File: src/rtl/ibr_pkg.sv
package ibr_pkg;
    localparam int NUM_REGS    = 4;
    localparam int REG_IDX_W   = $clog2(NUM_REGS);
    localparam logic [REG_IDX_W-1:0] IDX_CTRL = 2'd0;
    localparam logic [REG_IDX_W-1:0] IDX_MODE = 2'd1;
    localparam logic [REG_IDX_W-1:0] IDX_ADDR = 2'd2;
    localparam logic [REG_IDX_W-1:0] IDX_DATA = 2'd3;
    // mode word layout: bit 0 write flag, enables from MODE_BE_LO upward
    localparam int MODE_WR_BIT = 0;
    localparam int MODE_BE_LO  = 4;

    typedef enum logic [1:0] {
        SEQ_IDLE = 2'd0,
        SEQ_REQ  = 2'd1,
        SEQ_DONE = 2'd2
    } seq_state_e;
endpackage

File: src/rtl/ibr_decode.sv
module ibr_decode
    import ibr_pkg::*;
(
    input  logic                 sel_i,
    input  logic                 we_i,
    input  logic [REG_IDX_W-1:0] idx_i,
    output logic [NUM_REGS-1:0]  wr_strb_o
);
    for (genvar i = 0; i < NUM_REGS; i++) begin : g_strb
        assign wr_strb_o[i] = sel_i && we_i && (idx_i == REG_IDX_W'(i));
    end
endmodule

File: src/rtl/ibr_seq.sv
module ibr_seq
    import ibr_pkg::*;
(
    input  logic clk,
    input  logic rst_n,
    input  logic start_i,
    input  logic wr_flag_i,
    input  logic far_ack_i,
    output logic busy_o,
    output logic far_req_o,
    output logic capture_o
);
    typedef struct packed {
        seq_state_e state;
    } seq_t;

    seq_t seq_d, seq_q;

    always_comb begin
        seq_d = seq_q;
        unique case (seq_q.state)
            SEQ_IDLE: if (start_i)   seq_d.state = SEQ_REQ;
            SEQ_REQ:  if (far_ack_i) seq_d.state = SEQ_DONE;
            SEQ_DONE:                seq_d.state = SEQ_IDLE;
            default:                 seq_d.state = SEQ_IDLE;
        endcase
    end

    always_ff @(posedge clk) begin
        if (!rst_n) seq_q <= '{state: SEQ_IDLE};
        else        seq_q <= seq_d;
    end

    assign busy_o    = (seq_q.state != SEQ_IDLE);
    assign far_req_o = (seq_q.state == SEQ_REQ);
    assign capture_o = far_req_o && far_ack_i && !wr_flag_i;

    // an accepted start raises the request next cycle
    assert_start_raises_req_R2: assert property (@(posedge clk) disable iff (!rst_n)
        start_i && !busy_o |=> far_req_o);
    // request held until acknowledge
    assert_req_held_R6: assert property (@(posedge clk) disable iff (!rst_n)
        far_req_o && !far_ack_i |=> far_req_o);
    // request dropped after acknowledge
    assert_req_drops_R6: assert property (@(posedge clk) disable iff (!rst_n)
        far_req_o && far_ack_i |=> !far_req_o);
    // busy lasts exactly one cycle past the acknowledge
    assert_busy_tail_R3: assert property (@(posedge clk) disable iff (!rst_n)
        far_req_o && far_ack_i |=> busy_o);
    assert_busy_clears_R3: assert property (@(posedge clk) disable iff (!rst_n)
        far_req_o && far_ack_i |-> ##2 !busy_o);
    // no request while idle
    assert_idle_no_req_R9: assert property (@(posedge clk) disable iff (!rst_n)
        !busy_o |-> !far_req_o);
endmodule

File: src/rtl/ibr_regs.sv
module ibr_regs
    import ibr_pkg::*;
#(
    parameter int DATA_W = 32,
    parameter int MODE_W = 8
) (
    input  logic              clk,
    input  logic              rst_n,
    input  logic              busy_i,
    input  logic              wr_mode_i,
    input  logic              wr_addr_i,
    input  logic              wr_data_i,
    input  logic [DATA_W-1:0] wdata_i,
    input  logic              capture_i,
    input  logic [DATA_W-1:0] far_rdata_i,
    output logic [MODE_W-1:0] mode_o,
    output logic [DATA_W-1:0] addr_o,
    output logic [DATA_W-1:0] data_o
);
    typedef struct packed {
        logic [MODE_W-1:0] mode;
        logic [DATA_W-1:0] addr;
        logic [DATA_W-1:0] data;
    } regs_t;

    regs_t regs_d, regs_q;

    always_comb begin
        regs_d = regs_q;
        if (!busy_i) begin
            if (wr_mode_i) regs_d.mode = wdata_i[MODE_W-1:0];
            if (wr_addr_i) regs_d.addr = wdata_i;
            if (wr_data_i) regs_d.data = wdata_i;
        end
        if (capture_i) regs_d.data = far_rdata_i;
    end

    always_ff @(posedge clk) begin
        if (!rst_n) regs_q <= '0;
        else        regs_q <= regs_d;
    end

    assign mode_o = regs_q.mode;
    assign addr_o = regs_q.addr;
    assign data_o = regs_q.data;

    // window fields frozen during a transaction
    assert_addr_frozen_R8: assert property (@(posedge clk) disable iff (!rst_n)
        busy_i |=> $stable(regs_q.addr));
    assert_mode_frozen_R8: assert property (@(posedge clk) disable iff (!rst_n)
        busy_i |=> $stable(regs_q.mode));
    // read data captured in the acknowledge cycle
    assert_capture_R4: assert property (@(posedge clk) disable iff (!rst_n)
        capture_i |=> (regs_q.data == $past(far_rdata_i)));
endmodule

File: src/rtl/ibr_bridge.sv
module ibr_bridge
    import ibr_pkg::*;
#(
    parameter int DATA_W = 32
) (
    input  logic                    clk,
    input  logic                    rst_n,
    input  logic                    cpu_sel,
    input  logic                    cpu_we,
    input  logic [REG_IDX_W+1:2]    cpu_addr,
    input  logic [DATA_W-1:0]       cpu_wdata,
    output logic [DATA_W-1:0]       cpu_rdata,
    output logic                    far_req,
    output logic                    far_we,
    output logic [DATA_W/8-1:0]     far_be,
    output logic [DATA_W-1:0]       far_addr,
    output logic [DATA_W-1:0]       far_wdata,
    input  logic                    far_ack,
    input  logic [DATA_W-1:0]       far_rdata
);
    localparam int BE_W   = DATA_W / 8;
    localparam int MODE_W = MODE_BE_LO + BE_W;

    logic [NUM_REGS-1:0] wr_strb;
    logic                busy, capture, start;
    logic [MODE_W-1:0]   mode;
    logic [DATA_W-1:0]   addr_r, data_r;

    ibr_decode u_decode (
        .sel_i     (cpu_sel),
        .we_i      (cpu_we),
        .idx_i     (cpu_addr),
        .wr_strb_o (wr_strb)
    );

    assign start = wr_strb[IDX_CTRL] && cpu_wdata[0];

    ibr_seq u_seq (
        .clk       (clk),
        .rst_n     (rst_n),
        .start_i   (start),
        .wr_flag_i (mode[MODE_WR_BIT]),
        .far_ack_i (far_ack),
        .busy_o    (busy),
        .far_req_o (far_req),
        .capture_o (capture)
    );

    ibr_regs #(.DATA_W(DATA_W), .MODE_W(MODE_W)) u_regs (
        .clk         (clk),
        .rst_n       (rst_n),
        .busy_i      (busy),
        .wr_mode_i   (wr_strb[IDX_MODE]),
        .wr_addr_i   (wr_strb[IDX_ADDR]),
        .wr_data_i   (wr_strb[IDX_DATA]),
        .wdata_i     (cpu_wdata),
        .capture_i   (capture),
        .far_rdata_i (far_rdata),
        .mode_o      (mode),
        .addr_o      (addr_r),
        .data_o      (data_r)
    );

    assign far_we    = mode[MODE_WR_BIT];
    assign far_be    = mode[MODE_W-1:MODE_BE_LO];
    assign far_addr  = addr_r;
    assign far_wdata = data_r;

    always_comb begin
        unique case (cpu_addr)
            IDX_CTRL: cpu_rdata = {{(DATA_W-1){1'b0}}, busy};
            IDX_MODE: cpu_rdata = {{(DATA_W-MODE_W){1'b0}}, mode};
            IDX_ADDR: cpu_rdata = addr_r;
            default:  cpu_rdata = data_r;
        endcase
    end
endmodule

File: config.mk
export PLATFORM = sky130hd
export DESIGN_NAME = ibr_bridge
export DESIGN_NICKNAME = d
export VERILOG_FILES = /design/src/rtl/ibr_pkg.sv /design/src/rtl/ibr_decode.sv /design/src/rtl/ibr_seq.sv /design/src/rtl/ibr_regs.sv /design/src/rtl/ibr_bridge.sv
export SDC_FILE = /design/constraint.sdc
export NUM_CORES = 1
export LEC_CHECK = 0
export ABC_AREA = 1
export BUFFER_PORTS_ARGS = -buffer_cell sky130_fd_sc_hd__buf_2
export CORE_MARGIN = 10
export CORE_UTILIZATION = 34
export DETAILED_ROUTE_END_ITERATION = 8
export GPL_ROUTABILITY_DRIVEN = 0
export HOLD_SLACK_MARGIN = 0.02
export PLACE_DENSITY = 0.68
export REMOVE_ABC_BUFFERS = 1
export SETUP_SLACK_MARGIN = 0.1
export SLEW_MARGIN = 20
export SYNTH_ARGS = -nofsm -noshare
export SYNTH_HDL_FRONTEND = slang
export SYNTH_SLANG_ARGS = --single-unit
export TNS_END_PERCENT = 10
File: constraint.sdc
create_clock -name clk -period 2.9 [get_ports clk]
set_input_delay 0.29 -clock clk [delete_from_list [all_inputs] [get_ports clk]]
set_output_delay 0.29 -clock clk [all_outputs]
set_load 0.05 [all_outputs]
# == Yosys cells after proc, flatten, opt, wreduce, memory -nomap -nowiden ==
# Cells that the tools add are included.
# classes
n_addsub,0
n_mul,0
div,0
n_lt_le_gt_ge,0
eq_ne,7
n_shift,0
muxes,7
bitwise,1
n_reduce_logical,17
# op_table
operator,count
$mux 32,3
$pmux 32 s3,1
$logic_and 1x1->1,8
$reduce_and 2->1,4
$eq 2x1->1 const B,2
$eq 2x2->1 const B,2
$logic_not 2->1,2
$mux 2,2
$ne 2x2->1 const B,2
$pmux 2 s2,1
$reduce_bool 2->1,2
$ne 2x1->1 const B,1
$logic_not 1->1,1
$not 1->1,1
# word_totals
ff_bits,74
latchBits,0
mem_bits_rw,0
mem_bits_ro,0
inputBits,71
output_inout_bits,102
wordCells,36
memories,0

# == Longest topological paths before layout ==
# logic_depth
depth_word,5
ltp_mapped,8
depth_no_buf,7

# == Hierarchy ==
# A second synthesis with hierarchy kept.
# hier_totals
cells_unflattened,639
hier_area_um2,3844.9
# by_module_without_submodules
module,instances,cells_each,area_per_inst_um2,seq_area_each_um2
ibr_regs,1,490,3196.8,1441.4
ibr_bridge,1,124,514.2,0.0
ibr_seq,1,14,92.6,40.0
ibr_decode,1,11,41.3,0.0

# == Least setup slack after synthesis ==
# OpenSTA, ideal clock, no wires.
# synth_timing
path_kind,input to output
start,in cpu_addr[2] in the netlist's numbering
end,out cpu_rdata[1]
arrival_ps,1616
required_ps,2610
path_slack_ps,994
stages,4
n_path_buf,1
path_cell_list,inv_1 -> nand2_1 -> clkbuf_1 -> o221ai_1
# synth_between
elab_chain_len,2
word_cells_on_any_way,4
classes_between,eq/ne (2); mux (1); reduce/logical (1)
# synth_rtl
item,line_no,source
start: declaration,ibr_bridge.sv:10,"input logic [REG_IDX_W+1:2] cpu_addr,"
$eq 2x2->1 (tied with other cells),ibr_bridge.sv:70,unique case (cpu_addr)
$pmux 32 s3 (*),ibr_bridge.sv:70,
end: declaration,ibr_bridge.sv:12,"output logic [DATA_W-1:0] cpu_rdata,"
# Every way passes the cells marked *; elsewhere a longest branch is shown, timed or not.

# == Worst setup path after layout ==
# layout_timing
start,in cpu_addr[3] in the netlist's numbering
end,out cpu_rdata[1]
# The elaborated chain is that of the path after synthesis.

==> summary.txt <==
Outcome: completed
Buffers added on ports: 172
Clock Tree Root: sky130_fd_sc_hd__clkbuf_16
Total number of vias: 4395
Arrival @ worst endpoint: 1.69 ns
Final-report setup violation count: 0
Die Ht: 127.7 um
Via-per-instance ratio: 4.686
Dpl hpwl: 9.534 mm
Proportion of synthesized flip-flops having asynchronous set or reset: 0
# hold bufs at CTS: 0
Peak supply drop: 0.3864 mV
Cell with the most instances after synthesis: sky130_fd_sc_hd__nand2_1
Cell area after synthesis: 3946 um2
Xor/xnor share of the synthesized area: 0
Achievable clock frequency: 506.0 MHz
TritonCTS clock tree: done
Commonest cells in the netlist: sky130_fd_sc_hd__nand2_1 (191), sky130_fd_sc_hd__nor2_1 (145), sky130_fd_sc_hd__inv_1 (76), sky130_fd_sc_hd__dfxtp_1 (74), sky130_fd_sc_hd__nand4_1 (34)
Type of the setup path with the least slack: primary input to output port
Buffer levels on the longest clock path: 2
Worst Clk Skew: 0.006142 ns
Count of antenna-violating nets left after detailed routing: 0
Post-CTS repair timing setup buffer count: 0
Post-synthesis simple-gate area fraction: 0.4302
Crit path capture type: output port
Fraction of the mapped netlist area in adder cells: 0
Part of the Yosys area used for sequential elements: 0.3754
Share of the clock period used by the worst path after layout: 0.6814
Share of post-route cells with drive strength above 1: 0.2594
P_leak: 2.990 nW
Routed Wire Length: 13.93 mm
Total global routing track utilization: 0.1640
DIE WIDTH: 127.7 um
Number of top-level pins: 173
HP Class: primary input to flip-flop
# fillers: 1245
Slew at the pin closest to its max-slew limit: 0.7936 ns
Total Die Area: 16320 um2
Library cell with the largest summed area after synthesis: sky130_fd_sc_hd__dfxtp_1
Leading cell types by total area after synthesis: sky130_fd_sc_hd__dfxtp_1 (38%), sky130_fd_sc_hd__nand2_1 (18%), sky130_fd_sc_hd__nor2_1 (14%), sky130_fd_sc_hd__inv_1 (7.2%), sky130_fd_sc_hd__nand4_1 (5.4%)
Area fraction in compound gates after synthesis: 0.05707
Num rows: 39
Share of the core filled with cells: 0.4527
Worst hold slack after final layout: 0.1871 ns
Area occupied by registers: 1481 um2
Initial antenna violation count: 1
Largest family of logic cells by synthesized area: simple AND/OR/NAND/NOR gates
Post-CTS clock slew at the launch and capture registers of the worst setup and hold paths: 0.06 ns
Period minus WS final: 1.976 ns
Area of combinational cells with multiple inputs: 1928 um2
Number of global-route vias before repair: 4177
Type of origin of the critical path: primary input
Number of buffers added by the clock tree synthesis step: 9
Syn-to-layout area delta: 30.44%
PD cells: 526.2 nW/um2
Library cells used by synthesis: 22
Initial Utilization: 0.3471
1st-pass router iterations: 5
Sum of negative setup slack: 0 ns
Hold Vio Cnt, Final: 0
Unrepaired setup endpoints after global routing: no
Pin count of the biggest net entering global routing: 65
Number of max-cap violations: 0
Wire length of the first global-routing pass: 21.96 mm
Fin. max-slew vios: 0
Wire length per cell: 14.85 um
Most used DFF post-synth: sky130_fd_sc_hd__dfxtp_1
CTS Sinks: 74
Remaining routing DRC violations: 0
Cell count after synthesis: 645
CTS-repair resized insts: 0
Number of DRC violations after detailed-routing iteration 0: 274
Synthesized area per cell: 6.118 um2
Number of H-tree levels: 3
Number of enable flip-flop cells after synthesis: 0
Worst slew margin relative to its limit: 0.4691
Total grt overflow: 0
Maximum fanout encountered on the critical timing path: 32
Yosys warning count: 0
Net count reported at finish: 860
Core outline area: 11370 um2
Worst path required time: 2.61 ns
Top-area cell type share of the netlist area: 0.3754
Multiplexer share of the synthesized area: 0
Number of register bits inferred by synthesis: 74
Clock insertion delay at the later pin of the skew report: 0.34 ns
[layout by cell type (no fill, tap or decap), types with 4 or more instances in the layout]
cell,n
sky130_fd_sc_hd__clkbuf_8,5
sky130_fd_sc_hd__inv_1,76
sky130_fd_sc_hd__buf_4,7
sky130_fd_sc_hd__nand3_1,32
sky130_fd_sc_hd__clkbuf_16,9
sky130_fd_sc_hd__buf_2,172
sky130_fd_sc_hd__nor2_1,145
sky130_fd_sc_hd__nand4_1,34
sky130_fd_sc_hd__inv_2,4
sky130_fd_sc_hd__o22ai_1,24
sky130_fd_sc_hd__dfxtp_1,74
sky130_fd_sc_hd__o221ai_1,7
sky130_fd_sc_hd__nand2_1,191
[state kept, by name, indices dropped and copies added, names as in the netlist]
name and flops:
u_seq.seq_q 2, u_regs.mode_o 8, u_regs.addr_o 32, u_regs.data_o 32
[worst max-delay path: stages]
cell and delay [ns]:
sky130_fd_sc_hd__buf_2 0.15, sky130_fd_sc_hd__nand2_2 0.47, sky130_fd_sc_hd__o221ai_1 0.44, sky130_fd_sc_hd__buf_2 0.33
[cell families (layout without fill, tap and decap cells)]
logic type	count (synthesis)	in the layout
AND/OR/NAND/NOR	410	410
flip-flops	74	74
other	0	1
AO/OA/AOI/OAI	33	33
buffers and inverters	128	277
[final cells by class]
class                   instances  share of cell area
multi-input cells             443              0.3746
clock buffers                  15             0.05785
flip-flops and latches         74              0.2878
diodes                          1           0.0004861
inverters                      80             0.05834
well taps                     143             0.03476
repair buffers                181              0.1852
clock inverters                 1           0.0009723
[metal layers]
layer	GRT usage	vias to the layer above	share of wire
met3	0.06617	20	0.091
met1	0.1895	1932	0.43
met4	0.05364	0	0.017
li1	-	2290	-
met2	0.2700	153	0.47
met5	0	-	0
[where the power goes]
group          switching, mW  total, mW  internal [mW]
registers             0.0188       1.08           1.06
clock network          0.429       1.12          0.696
logic                  0.373      0.508          0.135
total                  0.821       2.71           1.89
[metrics by stage]
stage / instances / area (um2) / power (mW) / setup slack [ns]
final: 938 / 5147 / 2.708 / 0.9238
after global routing: 937 / 5145 / 2.830 / 0.7515
after CTS: 937 / 5145 / 2.742 / 0.9531
after detailed placement: 921 / 4842 / 1.607 / 0.8432
after global placement: 921 / 4842 / 1.606 / 0.8983
after floorplan: 597 / 3705 / 1.422 / -0.3282
[final timing paths]
path	from	end	slack (ns)	cells after the start
hold / removal	cpu_wdata[27]	u_regs.addr_o[27]	0.19	3
hold reg to reg	u_seq.seq_q[0]	u_seq.seq_q[1]	0.51	2
setup / recovery	cpu_addr[3]	cpu_rdata[1]	0.92	4
setup reg to reg	u_seq.seq_q[1]	u_regs.addr_o[20]	0.95	7
(Power assumes the default switching activity.)
